File: config.mk
export PLATFORM = sky130hd
export DESIGN_NAME = serial_rx_port
export DESIGN_NICKNAME = d
export VERILOG_FILES = /design/src/rtl/serial_rx_pkg.sv /design/src/rtl/rx_ctrl_reg.sv /design/src/rtl/rx_deframer.sv /design/src/rtl/rx_status.sv /design/src/rtl/serial_rx_port.sv
export SDC_FILE = /design/constraint.sdc
export NUM_CORES = 1
export LEC_CHECK = 0
export ABC_CLOCK_PERIOD_IN_PS = 6500
export BUFFER_PORTS_ARGS = -buffer_cell sky130_fd_sc_hd__buf_2
export CAP_MARGIN = 10
export CORE_MARGIN = 2
export CORE_UTILIZATION = 60
export CTS_BUF_LIST = sky130_fd_sc_hd__clkbuf_2 sky130_fd_sc_hd__clkbuf_4 sky130_fd_sc_hd__clkbuf_8
export DETAILED_ROUTE_END_ITERATION = 7
export PLACE_DENSITY = 0.92
export SLEW_MARGIN = 0
export SYNTH_ARGS = -nofsm -noshare
export SYNTH_HDL_FRONTEND = slang
export SYNTH_HIERARCHICAL = 1
export SYNTH_SLANG_ARGS = --single-unit
File: constraint.sdc
create_clock -name clk -period 6.5 [get_ports clk]
set_input_delay 0.65 -clock clk [delete_from_list [all_inputs] [get_ports clk]]
set_output_delay 0.65 -clock clk [all_outputs]
set_load 0.03 [all_outputs]
File: src/rtl/serial_rx_pkg.sv
package serial_rx_pkg;

    typedef struct packed {
        logic       rie;
        logic [2:0] fmt;
        logic [1:0] div;
    } rx_ctrl_t;

    typedef struct packed {
        logic bits8;
        logic has_par;
        logic odd;
    } fmt_info_t;

    typedef enum logic [2:0] {
        ST_IDLE,
        ST_START,
        ST_DATA,
        ST_PAR,
        ST_STOP
    } rx_state_e;

    localparam logic [1:0] DIV_RESET = 2'b11;

    function automatic fmt_info_t decode_fmt(input logic [2:0] f);
        fmt_info_t info;
        info.bits8   = f[2];
        info.has_par = !(f == 3'b100 || f == 3'b101);
        info.odd     = f[2] ? (f == 3'b111) : f[0];
        return info;
    endfunction

endpackage

File: src/rtl/rx_ctrl_reg.sv
module rx_ctrl_reg
    import serial_rx_pkg::*;
(
    input  logic       clk,
    input  logic       rst,
    input  logic       wr_ctrl,
    input  logic [7:0] wr_data,
    output rx_ctrl_t   ctrl,
    output logic       mreset,
    output logic       hold
);
    rx_ctrl_t ctrl_q;

    assign mreset = wr_ctrl && (wr_data[1:0] == DIV_RESET);
    assign hold   = mreset || (ctrl_q.div == DIV_RESET);
    assign ctrl   = ctrl_q;

    always_ff @(posedge clk) begin
        if (rst) begin
            ctrl_q <= '{rie: 1'b0, fmt: 3'b000, div: DIV_RESET};
        end else if (wr_ctrl) begin
            ctrl_q <= '{rie: wr_data[7], fmt: wr_data[4:2], div: wr_data[1:0]};
        end
    end

endmodule

File: src/rtl/rx_deframer.sv
module rx_deframer
    import serial_rx_pkg::*;
#(
    parameter int DIV_MID  = 16,
    parameter int DIV_SLOW = 64
) (
    input  logic       clk,
    input  logic       rst,
    input  logic       os_en,
    input  logic       rx_line,
    input  logic       dcd_n,
    input  logic       hold,
    input  logic [1:0] div,
    input  fmt_info_t  fmt,
    output logic       done,
    output logic [7:0] out_byte,
    output logic       out_fe,
    output logic       out_pe
);
    localparam int CNT_W = $clog2(DIV_SLOW);

    rx_state_e        state;
    logic [CNT_W-1:0] cnt;
    logic [CNT_W-1:0] lim;
    logic [CNT_W-1:0] half;
    logic [2:0]       idx;
    logic [2:0]       last_idx;
    logic [7:0]       data;
    logic             acc;
    logic             perr;
    logic             tick;

    always_comb begin
        case (div)
            2'b01:   begin lim = CNT_W'(DIV_MID - 1);  half = CNT_W'(DIV_MID / 2 - 1);  end
            2'b10:   begin lim = CNT_W'(DIV_SLOW - 1); half = CNT_W'(DIV_SLOW / 2 - 1); end
            default: begin lim = '0;                   half = '0;                       end
        endcase
        last_idx = fmt.bits8 ? 3'd7 : 3'd6;
        tick     = (cnt == lim);
    end

    always_ff @(posedge clk) begin
        done <= 1'b0;
        if (rst) begin
            state    <= ST_IDLE;
            cnt      <= '0;
            idx      <= '0;
            data     <= '0;
            acc      <= 1'b0;
            perr     <= 1'b0;
            out_byte <= '0;
            out_fe   <= 1'b0;
            out_pe   <= 1'b0;
        end else if (dcd_n || hold) begin
            state <= ST_IDLE;
        end else if (os_en) begin
            case (state)
                ST_IDLE: if (!rx_line) begin
                    data  <= '0;
                    acc   <= 1'b0;
                    perr  <= 1'b0;
                    idx   <= '0;
                    cnt   <= '0;
                    state <= (div == 2'b00) ? ST_DATA : ST_START;
                end
                ST_START: begin
                    if (cnt == half) begin
                        cnt   <= '0;
                        state <= rx_line ? ST_IDLE : ST_DATA;
                    end else begin
                        cnt <= cnt + 1'b1;
                    end
                end
                ST_DATA: begin
                    if (tick) begin
                        cnt       <= '0;
                        data[idx] <= rx_line;
                        acc       <= acc ^ rx_line;
                        idx       <= idx + 3'd1;
                        if (idx == last_idx)
                            state <= fmt.has_par ? ST_PAR : ST_STOP;
                    end else begin
                        cnt <= cnt + 1'b1;
                    end
                end
                ST_PAR: begin
                    if (tick) begin
                        cnt   <= '0;
                        perr  <= ((acc ^ rx_line) != fmt.odd);
                        state <= ST_STOP;
                    end else begin
                        cnt <= cnt + 1'b1;
                    end
                end
                ST_STOP: begin
                    if (tick) begin
                        cnt      <= '0;
                        done     <= 1'b1;
                        out_fe   <= !rx_line;
                        out_pe   <= perr;
                        out_byte <= fmt.bits8 ? data : {1'b0, data[6:0]};
                        state    <= ST_IDLE;
                    end else begin
                        cnt <= cnt + 1'b1;
                    end
                end
                default: state <= ST_IDLE;
            endcase
        end
    end

    assert_no_rx_without_carrier_R7: assert property (@(posedge clk) disable iff (rst)
        done |-> !$past(dcd_n));

    assert_seven_bit_msb_zero_R3: assert property (@(posedge clk) disable iff (rst)
        (done && !$past(fmt.bits8)) |-> !out_byte[7]);

    assert_held_when_reset_R9: assert property (@(posedge clk) disable iff (rst)
        hold |=> (state == ST_IDLE) && !done);

    assert_no_parity_in_n_fmt_R4: assert property (@(posedge clk) disable iff (rst)
        (done && !$past(fmt.has_par)) |-> !out_pe);

endmodule

File: src/rtl/rx_status.sv
module rx_status (
    input  logic       clk,
    input  logic       rst,
    input  logic       mreset,
    input  logic       rd_clr,
    input  logic       done,
    input  logic [7:0] in_byte,
    input  logic       in_fe,
    input  logic       in_pe,
    output logic       rdrf,
    output logic       ovrn,
    output logic       fe,
    output logic       pe,
    output logic [7:0] buf_byte
);
    logic keep_old;

    assign keep_old = rdrf && !rd_clr;

    always_ff @(posedge clk) begin
        if (rst || mreset) begin
            rdrf     <= 1'b0;
            ovrn     <= 1'b0;
            fe       <= 1'b0;
            pe       <= 1'b0;
            buf_byte <= '0;
        end else begin
            if (rd_clr) begin
                rdrf <= 1'b0;
                ovrn <= 1'b0;
                fe   <= 1'b0;
                pe   <= 1'b0;
            end
            if (done) begin
                if (keep_old) begin
                    ovrn <= 1'b1;
                end else begin
                    rdrf     <= 1'b1;
                    ovrn     <= 1'b0;
                    fe       <= in_fe;
                    pe       <= in_pe;
                    buf_byte <= in_byte;
                end
            end
        end
    end

    assert_overrun_needs_full_R6: assert property (@(posedge clk) disable iff (rst)
        ovrn |-> rdrf);

    assert_byte_kept_while_full_R6: assert property (@(posedge clk) disable iff (rst)
        $past(rdrf && !rd_clr && !mreset) |-> $stable(buf_byte));

    assert_full_falls_on_read_R2: assert property (@(posedge clk) disable iff (rst)
        $fell(rdrf) |-> $past(rd_clr || mreset));

endmodule

File: src/rtl/serial_rx_port.sv
module serial_rx_port
    import serial_rx_pkg::*;
#(
    parameter int DIV_MID  = 16,
    parameter int DIV_SLOW = 64
) (
    input  logic       clk,
    input  logic       rst,
    input  logic       os_en,
    input  logic       sel,
    input  logic       rd_en,
    input  logic       wr_en,
    input  logic [7:0] wr_data,
    output logic [7:0] rd_data,
    input  logic       rx_line,
    input  logic       dcd_n,
    input  logic       cts_n,
    output logic       irq
);
    rx_ctrl_t   ctrl;
    fmt_info_t  fmt;
    logic       mreset, hold, rd_clr;
    logic       done, d_fe, d_pe;
    logic [7:0] d_byte, buf_byte;
    logic       rdrf, ovrn, fe, pe;
    logic [7:0] status;

    assign fmt    = decode_fmt(ctrl.fmt);
    assign rd_clr = rd_en && sel;

    rx_ctrl_reg u_ctrl (
        .clk     (clk),
        .rst     (rst),
        .wr_ctrl (wr_en && !sel),
        .wr_data (wr_data),
        .ctrl    (ctrl),
        .mreset  (mreset),
        .hold    (hold)
    );

    rx_deframer #(.DIV_MID(DIV_MID), .DIV_SLOW(DIV_SLOW)) u_deframer (
        .clk      (clk),
        .rst      (rst),
        .os_en    (os_en),
        .rx_line  (rx_line),
        .dcd_n    (dcd_n),
        .hold     (hold),
        .div      (ctrl.div),
        .fmt      (fmt),
        .done     (done),
        .out_byte (d_byte),
        .out_fe   (d_fe),
        .out_pe   (d_pe)
    );

    rx_status u_status (
        .clk      (clk),
        .rst      (rst),
        .mreset   (mreset),
        .rd_clr   (rd_clr),
        .done     (done),
        .in_byte  (d_byte),
        .in_fe    (d_fe),
        .in_pe    (d_pe),
        .rdrf     (rdrf),
        .ovrn     (ovrn),
        .fe       (fe),
        .pe       (pe),
        .buf_byte (buf_byte)
    );

    assign irq     = ctrl.rie && rdrf;
    assign status  = {irq, pe, ovrn, fe, cts_n, dcd_n, 1'b0, rdrf};
    assign rd_data = sel ? buf_byte : status;

    assert_full_needs_carrier_R7: assert property (@(posedge clk) disable iff (rst)
        $rose(rdrf) |-> !$past(dcd_n));

    assert_master_reset_clears_R9: assert property (@(posedge clk) disable iff (rst)
        $past(mreset) |-> (status[7:4] == 4'b0000) && !status[0]);

endmodule

-- Word level (Yosys, flattened, before mapping)
Cells that the tools add are included.
- add/sub/neg operators: 2
- multiply operators: 0
- div/mod/pow operators: 0
- magnitude comparators: 2
- equality and inequality tests: 21
- shift-type cells: 0
- muxes and demuxes: 47
- bitwise operators: 5
- reduce and logical (&&, ||, !) cells: 28
- operator list (operator ; count):
    two-way mux 8 bit ; 4
    two-way mux 3 bit ; 9
    two-way mux 1 bit ; 19
    two-way mux 6 bit ; 3
    case mux 6 bit (3 select lines) ; 1
    case mux 8 bit (2 select lines) ; 1
    case mux 3 bit (5 select lines) ; 1
    equality test 3 bit, second input constant ; 4
    case mux 6 bit (2 select lines) ; 1
    inequality test 2 x 1 -> 1 bit, second input constant ; 5
    case mux 5 bit (2 select lines) ; 1
    AND reduction 5 bit ; 2
    bitwise mux 8 bit ; 1
    AND reduction 4 bit ; 2
    AND reduction 7 bit ; 1
    adder 6 x 1 -> 6 bit, second input constant ; 1
    equality test 2 bit, second input constant ; 3
    equality test 3 x 2 -> 1 bit, second input constant ; 2
    equality test 6 x 5 -> 1 bit ; 1
    equality test 6 bit ; 1
    logical AND 1 bit ; 6
    case mux 3 bit (2 select lines) ; 1
    nonzero test 2 bit ; 3
    logical OR 1 bit ; 4
    other kinds (21) ; 28
- register bits: 51
- bits in latches: 0
- memory bits (writable): 0
- bits in read-only memories: 0
- logic and storage cells: 123
- memories kept: 0

-- Logic depth before layout (Yosys ltp)
Gate-level depths: netlist of the first run.
- depth in word-level cells: 7
- depth in mapped cells: 11

-- Cells and area by module
Netlist of the first run, hierarchy kept.
- modules (own cells, without submodules) (module ; instances ; cells each ; area each (µm²) ; sequential area each (µm²)):
    rx_deframer ; 1 ; 216 ; 1752.9 ; 660.6
    rx_status ; 1 ; 51 ; 494.2 ; 240.2
    rx_ctrl_reg ; 1 ; 21 ; 235.2 ; 120.1
    serial_rx_port ; 1 ; 14 ; 158.9 ; 0.0

-- Least setup slack after synthesis of the first run
Ideal clock, no wire load.
- kind: input to register
- start: in sel
- end: reg u_deframer.data[4]
- library setup time: 86 ps
- data arrival time: 2911 ps
- path slack: 3504 ps
- stages on the path: 10
- cell sequence: buf_6 and2b_2 buf_6 and3_4 a21o_1 nor3b_1 nand2_1 a2111oi_4 a31oi_1 a211oi_1
- word-level cells in the longest chain between the ends: 7
- RTL lines (item ; RTL line ; source):
    start: declaration ; serial_rx_port.sv:10 ; input logic sel,
    zero test 1 bit ; serial_rx_port.sv:34 ; .wr_ctrl (wr_en && !sel),
    logical AND 1 bit ; serial_rx_port.sv:34 ;
    logical AND 1 bit ; rx_ctrl_reg.sv:14 ; assign mreset = wr_ctrl && (wr_data[1:0] == DIV_RESET);
    net mreset ; serial_rx_port.sv:22 ; logic mreset, hold, rd_clr;
    logical OR 1 bit ; rx_ctrl_reg.sv:15 ; assign hold = mreset || (ctrl_q.div == DIV_RESET);
    net hold ; serial_rx_port.sv:22 ;
    logical OR 1 bit ; rx_deframer.sv:55 ; end else if (dcd_n || hold) begin
    NOT 1 bit (no source line) ; - ;
    AND reduction 5 bit (no source line) ; - ;
    end signal: indexed assignment ; rx_deframer.sv:78 ; data[idx] <= rx_line;
    end: declaration ; rx_deframer.sv:28 ; logic [7:0] data;
The timed path passes the listed nets, and every way through them passes these cells.
A chain may end at the register's enable or synchronous reset.

-- Worst setup path in the final report of the first run
- start: in sel
- end: reg u_deframer.out_byte[2]
- word-level cells in the longest chain between the ends: 7
- RTL lines (item ; RTL line ; source):
    zero test 1 bit ; serial_rx_port.sv:34 ;
    logical AND 1 bit ; serial_rx_port.sv:34 ;
    logical AND 1 bit ; rx_ctrl_reg.sv:14 ;
    net mreset ; serial_rx_port.sv:22 ;
    logical OR 1 bit ; rx_ctrl_reg.sv:15 ;
    net hold ; serial_rx_port.sv:22 ;
    logical OR 1 bit ; rx_deframer.sv:55 ;
    NOT 1 bit (no source line) ; - ;
    AND reduction 4 bit (no source line) ; - ;
    end signal: assignment ; rx_deframer.sv:102 ; out_byte <= fmt.bits8 ? data : {1'b0, data[6:0]};
    end: declaration ; rx_deframer.sv:16 ; output logic [7:0] out_byte,
The timed path passes the listed nets, and every way through them passes these cells.

==> impl_metrics.yaml, run 1 <==
place:
  gp_congestion: 0.9010
  io_buffers: 23
  place_ws_ns: 2.790
  place_hpwl_mm: 3.850
job:
  cap_violations: 0
global_routing:
  grt_max_degree: 40
  grt_pass1_vias: 2080
  antenna_found_initial: 0
  grt_pass1_wl_mm: 9.335
  grt_usage_pct: 23.39
  grt.overflow.total: 0
cells_and_area:
  syn2layout_area_growth_pct: 7.627
  regArea_um2: 1021
  fin_nets: 335
  diodes: 0
  fill_cells: 315
  drive_above_1_share_pct: 16.83
  multi_input_area_um2: 1475
timing:
  finClkSkew_ns: 0.005876
  fin_crit_ns: 3.546
  fin_ws_ns: 2.954
  rsz0062_at_grt: "no"
  setup_viol: 0
  fmax_ghz: 0.2820
  holdWs_ns: 0.4709
  hold_viol_final: 0
  finalMaxSlewViolations: 0
  finalCritPeriodShare_pct: 54.55
  relSlewSlack_pct: 30.45
  worst_pin_slew_ns: 1.039
  fin_setup_tns_ns: 0
worst_setup_path:
  end_kind: "register"
  start_kind: "primary input"
  timing.critical_path.buf_inv: 1
  critPathMaxFanout: 11
  cp_cell_sequence: "buf_2 -> and2b_2 -> and3_4 -> a21o_1 -> nor3b_1 -> nand3_1 -> nor2_1 -> mux2i_1 -> nor2_1"
  startpoint: "sel"
  r2r_end: "u_deframer/out_byte[2]"
  path_class: "in -> reg"
  ff2ff_setup_slack_ns: 3.68
  endpoint: "u_deframer/out_byte[2]"
  cp_common_cell: "nor2_1"
  crit_family: "simple AND/OR/NAND/NOR gates"
  cpMaxStageDelayCell: "nor2_1"
  slowest_delay_ns: 0.84
  r2r_cells: 8
  reg2reg_from: "u_ctrl/ctrl[1]"
  crit_cells: 9
  arrival_ns: 3.72
  required_ns: 6.68
synth:
  yosysMostFrequentCell: "dfxtp_1"
  synth_area_leaders: "dfxtp_1, mux2i_1, nand2_1, mux2_4, nor2_1"
  ys_types: 54
  ys_top_cells_by_count: "dfxtp_1, nand2_1, nor2_1"
  ys_seq_area_share_pct: 38.65
  synth_nets: 323
  synthFlopType: "dfxtp_1"
  syn_inst: 302
  synth_area_leader_cell: "dfxtp_1"
  synth-async-reset-ratio_pct: 0
  synth_warnings: 6
  synth_seq_cells: 51
  yosys.area.top_type_share_pct: 38.65
  synthesis.area_um2: 2641
  synth-edff-count: 0
  avgSynthCellArea_um2: 8.746
floorplan:
  row_count: 24
  die_w_um: 70.35
  start_util_pct: 61.51
  die_y_um: 70.35
  fp.dieArea_um2: 4949
  pin_count: 26
  core_um2: 4294
clocking:
  cts-root-buf: "clkbuf_8"
  htreeDepth: 2
  ctsLongestPathBuffers: 2
  insertion_delay_ns: 0.30
  cts_setup_buffers: 0
  cts_tree: "yes"
  hold_buffers: 0
  cts_buffers: 5
  clk_transition_reported_paths_ns: 0.09
  clock_sinks: 51
  cts_resized: 0
power:
  vdd_ir_drop_max_mv: 0.09244
  p_per_area_nw_per_um2: 210.4
  power_leakage_nw: 1.148
detailed_routing:
  routed_via_density: 6.202
  drtAntennaViolNets: 0
  drt-total-wl_mm: 5.690
  drt_iter0_drc: 152
  drt_first_pass_iters: 4
  vias: 2276
  drc: 0
  drt-wirelength-per-cell_um: 15.50
run_status:
  outcome: "completed"
worst_hold_path:
  hp-class: "reg -> reg"
[layout make-up]
cell class / count / share of cell area, %
Inverter: 10 / 1.320
Timing Repair Buffer: 24 / 4.313
Tap cell: 52 / 2.289
Clock inverter: 2 / 1.364
Sequential cell: 51 / 35.92
Multi-Input combinational cell: 222 / 51.89
Clock buffer: 6 / 2.905
[placed cells by master, fill, tap and decap left out, types with 2 or more instances in the layout]
cell type,instances
o31ai_1,2
o2111ai_1,3
nand3_1,15
nand2_1,35
dfxtp_1,51
a211o_1,2
ha_1,4
mux2i_1,24
nor3_1,7
inv_1,9
and2_2,2
a41o_1,2
a211oi_1,6
xnor2_1,6
mux2_4,7
and2_1,2
nand2b_1,4
nor2b_1,4
nor2_1,28
and4_1,3
or2_2,2
nand4_1,6
o21ai_0,10
buf_2,23
a31oi_1,6
clkbuf_8,6
a21oi_1,18
[state kept, by name, indices dropped and copies added, names as in the netlist, 3 cells and up]
signal,cells
u_status/buf_byte,8
u_deframer/cnt,6
u_deframer/idx,3
u_deframer/out_byte,8
u_deframer/state,3
u_ctrl/ctrl,6
u_deframer/data,8
[metal layers]
metal,track usage [%],part of all wire [%]
met3,4.618,5.6
met5,0,0
met2,41.61,52
met4,7.906,1.5
met1,27.90,41
[through the flow]
| step | std cells | power, W | utilization (%) | instance area (um2) |
|---|---|---|---|---|
| finish | 367 | 0.0005982 | 66.20 | 2843 |
| CTS | 367 | 0.0006008 | 66.20 | 2843 |
| global placement | 359 | 0.0003687 | 63.37 | 2721 |
| global route | 367 | 0.0006174 | 66.20 | 2843 |
| floorplan | 302 | 0.0003616 | - | 2641 |
| detailed placement | 359 | 0.0003707 | 63.37 | 2721 |
[where the power goes]
part,internal [W],switching (W)
Clock,0.000127,0.000107
Combinational,0.0000175,0.0000303
Sequential,0.000315,0.00000234
[worst min-delay path by stage]
stage                                 startpoint                    to  slack (ns)  depth (start not counted)
final                       u_status/buf_byte[5]  u_status/buf_byte[5]        0.47                          2
after global routing        u_status/buf_byte[5]  u_status/buf_byte[5]        0.48                          2
after CTS                   u_status/buf_byte[5]  u_status/buf_byte[5]        0.47                          2
after detailed placement  u_deframer/out_byte[6]  u_status/buf_byte[6]        0.46                          2
after global placement      u_status/buf_byte[1]  u_status/buf_byte[1]        0.44                          2
after floorplan           u_deframer/out_byte[7]  u_status/buf_byte[7]        0.43                          2
[cell families (layout without fill, tap and decap cells)]
| family | count (synthesis) | after routing | share of synthesized area [%] |
|---|---|---|---|
| compound gates | 59 | 59 | 15.30 |
| buf+inv | 29 | 42 | 5.495 |
| mux | 31 | 31 | 13.07 |
| simple gates | 121 | 121 | 23.26 |
| xor+xnor | 7 | 7 | 2.321 |
| flops | 51 | 51 | 38.65 |
| fa+ha+maj | 4 | 4 | 1.895 |
[tightest hold or removal path: stages, from the launching register on]
cell and delay (ns):
dfxtp_1 0.32, nand2_1 0.06, mux2i_1 0.06
(Power assumes the default switching activity.)
==> run 2, diff against run 1 <==
- ABC_CLOCK_PERIOD_IN_PS: 6500 -> 3600
- clock period: 6.5 -> 3.6 ns (I/O delays scaled with it)
==> impl_metrics.yaml, run 2 (synthesized netlist as in run 1, its figures left out) <==
timing:
  fin_setup_tns_ns: 0
  hold_viol_final: 0
  finClkSkew_ns: 0.008679
  worst_pin_slew_ns: 0.7935
  finalMaxSlewViolations: 0
  fin_crit_ns: 2.609
  finalCritPeriodShare_pct: 72.48
  relSlewSlack_pct: 47.04
  rsz0062_at_grt: "no"
  setup_viol: 0
  fmax_ghz: 0.3832
clocking:
  hold_buffers: 0
  insertion_delay_ns: 0.31
  cts_buffers: 5
  cts_tree: "yes"
  clk_transition_reported_paths_ns: 0.09
  cts-root-buf: "clkbuf_8"
  ctsLongestPathBuffers: 2
  clock_sinks: 51
  cts_resized: 0
  cts_setup_buffers: 0
  htreeDepth: 2
global_routing:
  grt_max_degree: 40
  grt_pass1_vias: 2069
  use_met1_pct: 27.69
  grt.overflow.total: 0
  use_met3_pct: 5.051
  antenna_found_initial: 0
  grt-busiest-layer: "met2"
  grt_pass1_wl_mm: 9.073
  grt_use_met2_pct: 38.36
  grt_usage_pct: 22.54
worst_setup_path:
  slowest_delay_ns: 0.62
  r2r_end: "u_deframer/data[5]"
  required_ns: 3.82
  timing.critical_path.buf_inv: 2
  cp_cell_sequence: "buf_2 -> and2b_2 -> and3_4 -> a21o_1 -> nor3b_1 -> buf_4 -> nand2_1 -> a2111oi_4 -> a31oi_1 -> a211oi_1"
  start_kind: "primary input"
  reg2reg_from: "u_ctrl/ctrl[1]"
  arrival_ns: 2.83
  crit_family: "compound AO/OA/AOI/OAI gates"
  ff2ff_setup_slack_ns: 1.00
  r2r_cells: 8
  critPathMaxFanout: 10
  cpMaxStageDelayCell: "a2111oi_4"
  path_class: "in -> reg"
  end_kind: "register"
floorplan:
  die_y_um: 70.35
  row_count: 24
  fp.dieArea_um2: 4949
  core_um2: 4294
  start_util_pct: 61.51
  die_w_um: 70.35
  pin_count: 26
detailed_routing:
  drt_iter0_drc: 172
  drt-wirelength-per-cell_um: 14.54
  drt_first_pass_iters: 4
  routed_via_density: 6.030
  drt-total-wl_mm: 5.364
  drc: 0
  drtAntennaViolNets: 0
  vias: 2225
cells_and_area:
  syn2layout_area_growth_pct: 7.958
  layout_common_cells: "dfxtp_1, nand2_1, nor2_1"
  reg_top3: "u_deframer/data: 8 flops, u_deframer/out_byte: 8 flops, u_status/buf_byte: 8 flops"
  drive_above_1_share_pct: 17.35
  final_util_pct: 66.40
  final_common_cell: "dfxtp_1"
  fill_cells: 299
  fin_nets: 337
  diodes: 0
worst_hold_path:
  min_from: "wr_data[0]"
  min_to: "u_ctrl/ctrl[0]"
  min_delay_path_depth: 2
  hp-class: "in -> reg"
place:
  io_buffers: 23
  place_hpwl_mm: 3.782
  gp_congestion: 0.9202
power:
  power_leakage_nw: 1.152
  p_per_area_nw_per_um2: 373.5
  vdd_ir_drop_max_mv: 0.1475
job:
  cap_violations: 0
run_status:
  outcome: "completed"
-- run 2: changes by cell type in the layout (fill, tap and decap cells not counted) --
cell,before,now
buf_4,1,3
clkbuf_8,6,5
clkinvlp_4,0,1
-- run 2: layer usage --
metal  vias to the layer above  part of all wire, %
li1                       1097                    -
met1                      1053                   44
met2                        65                   50
met3                        10                  4.8
met4                         0                  1.7
met5                         -                    0
-- run 2: worst max path at each step --
stage	startpoint	endpoint	slack [ns]	depth (start not counted)
after detailed placement	sel	u_deframer/data[5]	0.72	10
after CTS	u_ctrl/ctrl[1]	u_deframer/data[5]	1.01	8
after floorplan	sel	u_deframer/data[5]	0.89	10
after global placement	sel	u_deframer/data[5]	0.81	10
after global routing	u_ctrl/ctrl[1]	u_deframer/data[1]	0.80	8
final	sel	u_deframer/data[5]	0.99	10
-- run 2: per-stage QoR --
stage               worst slack (ns)  instances  hold slack, ns  area [um2]   power, W
floorplan                     0.8936        302          0.4313        2641  0.0006529
detailed placement            0.7214        361          0.4459        2736  0.0006692
global route                  0.8042        369          0.2744        2851   0.001102
finish                        0.9907        369          0.2731        2851   0.001065
CTS                            1.011        369          0.2651        2851   0.001071
global placement              0.8070        361          0.4430        2736  0.0006664
-- run 2: cell type report --
cell class	count	area, um2	share of cell area [%]
Sequential cell	51	1021	35.81
Clock buffer	5	68.82	2.413
Timing Repair Buffer	26	137.6	4.827
Multi-Input combinational cell	222	1475	51.73
Inverter	10	37.54	1.316
Tap cell	52	65.06	2.282
Clock inverter	3	46.29	1.624
-- run 2: report_power, final --
group	internal (W)	switching (W)
Clock	0.000209	0.000199
Combinational	0.0000321	0.0000527
Sequential	0.000568	0.00000382
Total	0.000809	0.000256
==> run 3, diff against run 2 <==
- ABC_CLOCK_PERIOD_IN_PS: 3600 -> 2700
- clock period: 3.6 -> 2.7 ns (I/O delays scaled with it)
==> impl_metrics.yaml, run 3 (synthesized netlist as in run 1, its figures left out) <==
worst_setup_path:
  arrival_ns: 2.72
  reg2reg_from: "u_ctrl/ctrl[0]"
  end_kind: "register"
  start_kind: "register"
  ff2ff_setup_slack_ns: 0.22
  r2r_cells: 8
  path_class: "reg -> reg"
  r2r_end: "u_deframer/data[5]"
  required_ns: 2.93
  critPathMaxFanout: 7
timing:
  finClkSkew_ns: 0.006252
  setup_viol: 0
  finalCritPeriodShare_pct: 92.03
  holdWs_ns: 0.1802
  worst_pin_slew_ns: 0.8070
  finalMaxSlewViolations: 0
  hold_viol_final: 0
  fin_setup_tns_ns: 0
  fmax_ghz: 0.4024
  fin_crit_ns: 2.485
  fin_ws_ns: 0.2151
  relSlewSlack_pct: 46.15
  rsz0062_at_grt: "no"
floorplan:
  pin_count: 26
  die_y_um: 70.35
  start_util_pct: 61.51
  core_um2: 4294
  row_count: 24
  die_w_um: 70.35
  fp.dieArea_um2: 4949
clocking:
  insertion_delay_ns: 0.31
  cts_tree: "yes"
  ctsLongestPathBuffers: 2
  cts_resized: 0
  hold_buffers: 0
  clk_transition_reported_paths_ns: 0.09
  cts_buffers: 5
  cts_setup_buffers: 0
  htreeDepth: 2
  cts-root-buf: "clkbuf_8"
  clock_sinks: 51
global_routing:
  grt_pass1_wl_mm: 9.563
  grt.overflow.total: 0
  grt_max_degree: 40
  antenna_found_initial: 0
  grt_usage_pct: 24.13
  grt_pass1_vias: 2079
worst_hold_path:
  min_delay_path_depth: 2
  hp-class: "in -> reg"
  min_to: "u_ctrl/ctrl[0]"
  min_from: "wr_data[0]"
place:
  io_buffers: 23
  place_hpwl_mm: 3.991
  place_ws_ns: 0.2312
  gp_congestion: 0.8965
cells_and_area:
  syn2layout_area_growth_pct: 8.385
  layout_common_cells: "dfxtp_1, nand2_1, nor2_1"
  final_common_cell: "dfxtp_1"
  drive_above_1_share_pct: 18.63
  diodes: 0
  reg_top3: "u_deframer/data: 8 flops, u_deframer/out_byte: 8 flops, u_status/buf_byte: 8 flops"
  fill_cells: 305
  fin_nets: 342
detailed_routing:
  drt-wirelength-per-cell_um: 15.49
  drt_iter0_drc: 274
  drtAntennaViolNets: 0
  routed_via_density: 6.075
  vias: 2272
  drt-total-wl_mm: 5.795
  drc: 0
  drt_first_pass_iters: 5
power:
  power.total_w: 0.001328
  p_per_area_nw_per_um2: 463.9
  vdd_ir_drop_max_mv: 0.2548
  power_leakage_nw: 1.168
job:
  cap_violations: 0
run_status:
  outcome: "completed"
-- run 3: stage by stage --
| stage | cells | util, % | instance area, um2 |
|---|---|---|---|
| 4_1_cts | 374 | 66.67 | 2863 |
| 6_report | 374 | 66.67 | 2863 |
| 3_3_place_gp | 366 | 64.60 | 2774 |
| 2_1_floorplan | 302 | - | 2641 |
| 3_5_place_dp | 366 | 64.60 | 2774 |
| 5_1_grt | 374 | 66.67 | 2863 |
-- run 3: critical path, cell delays in order, from the launching register on --
cell       delay (ns)
dfxtp_1          0.36
inv_1            0.07
ha_1             0.37
and4_1           0.23
o21ai_2          0.08
or2_1            0.34
a2111oi_4        0.55
a31oi_1          0.17
a211oi_1         0.22
-- run 3: area by class of cell --
| class | count | area [um2] | share of cell area, % |
|---|---|---|---|
| Timing Repair Buffer | 31 | 175.2 | 6.119 |
| Multi-Input combinational cell | 222 | 1475 | 51.53 |
| Tap cell | 52 | 65.06 | 2.273 |
| Inverter | 10 | 37.54 | 1.311 |
| Clock inverter | 2 | 12.51 | 0.4371 |
| Sequential cell | 51 | 1021 | 35.66 |
| Clock buffer | 6 | 76.32 | 2.666 |
-- run 3: report_power, final --
group | internal (W) | switching (W)
Clock | 0.000192 | 0.000255
Sequential | 0.000757 | 0.00000467
Combinational | 0.0000459 | 0.0000741
-- run 3: routing by layer --
metal	share of wire [%]	track usage (%)	wire, um	vias to the layer above
met5	0	0	0	-
met4	2.5	13.46	145	0
met3	4.1	4.040	240	15
met2	51	40.36	2941	75
met1	43	29.20	2468	1076
li1	-	-	-	1106
-- run 3: how the worst max path moves through the flow --
stage	startpoint	slack [ns]	endpoint	cells after the start
after floorplan	sel	0.08	u_deframer/data[5]	10
after global placement	u_ctrl/ctrl[0]	0.31	u_deframer/data[5]	8
after detailed placement	u_ctrl/ctrl[0]	0.23	u_deframer/data[5]	8
after CTS	u_ctrl/ctrl[0]	0.20	u_deframer/data[5]	8
after global routing	u_ctrl/ctrl[0]	0.04	u_deframer/data[5]	8
final	u_ctrl/ctrl[0]	0.22	u_deframer/data[5]	8
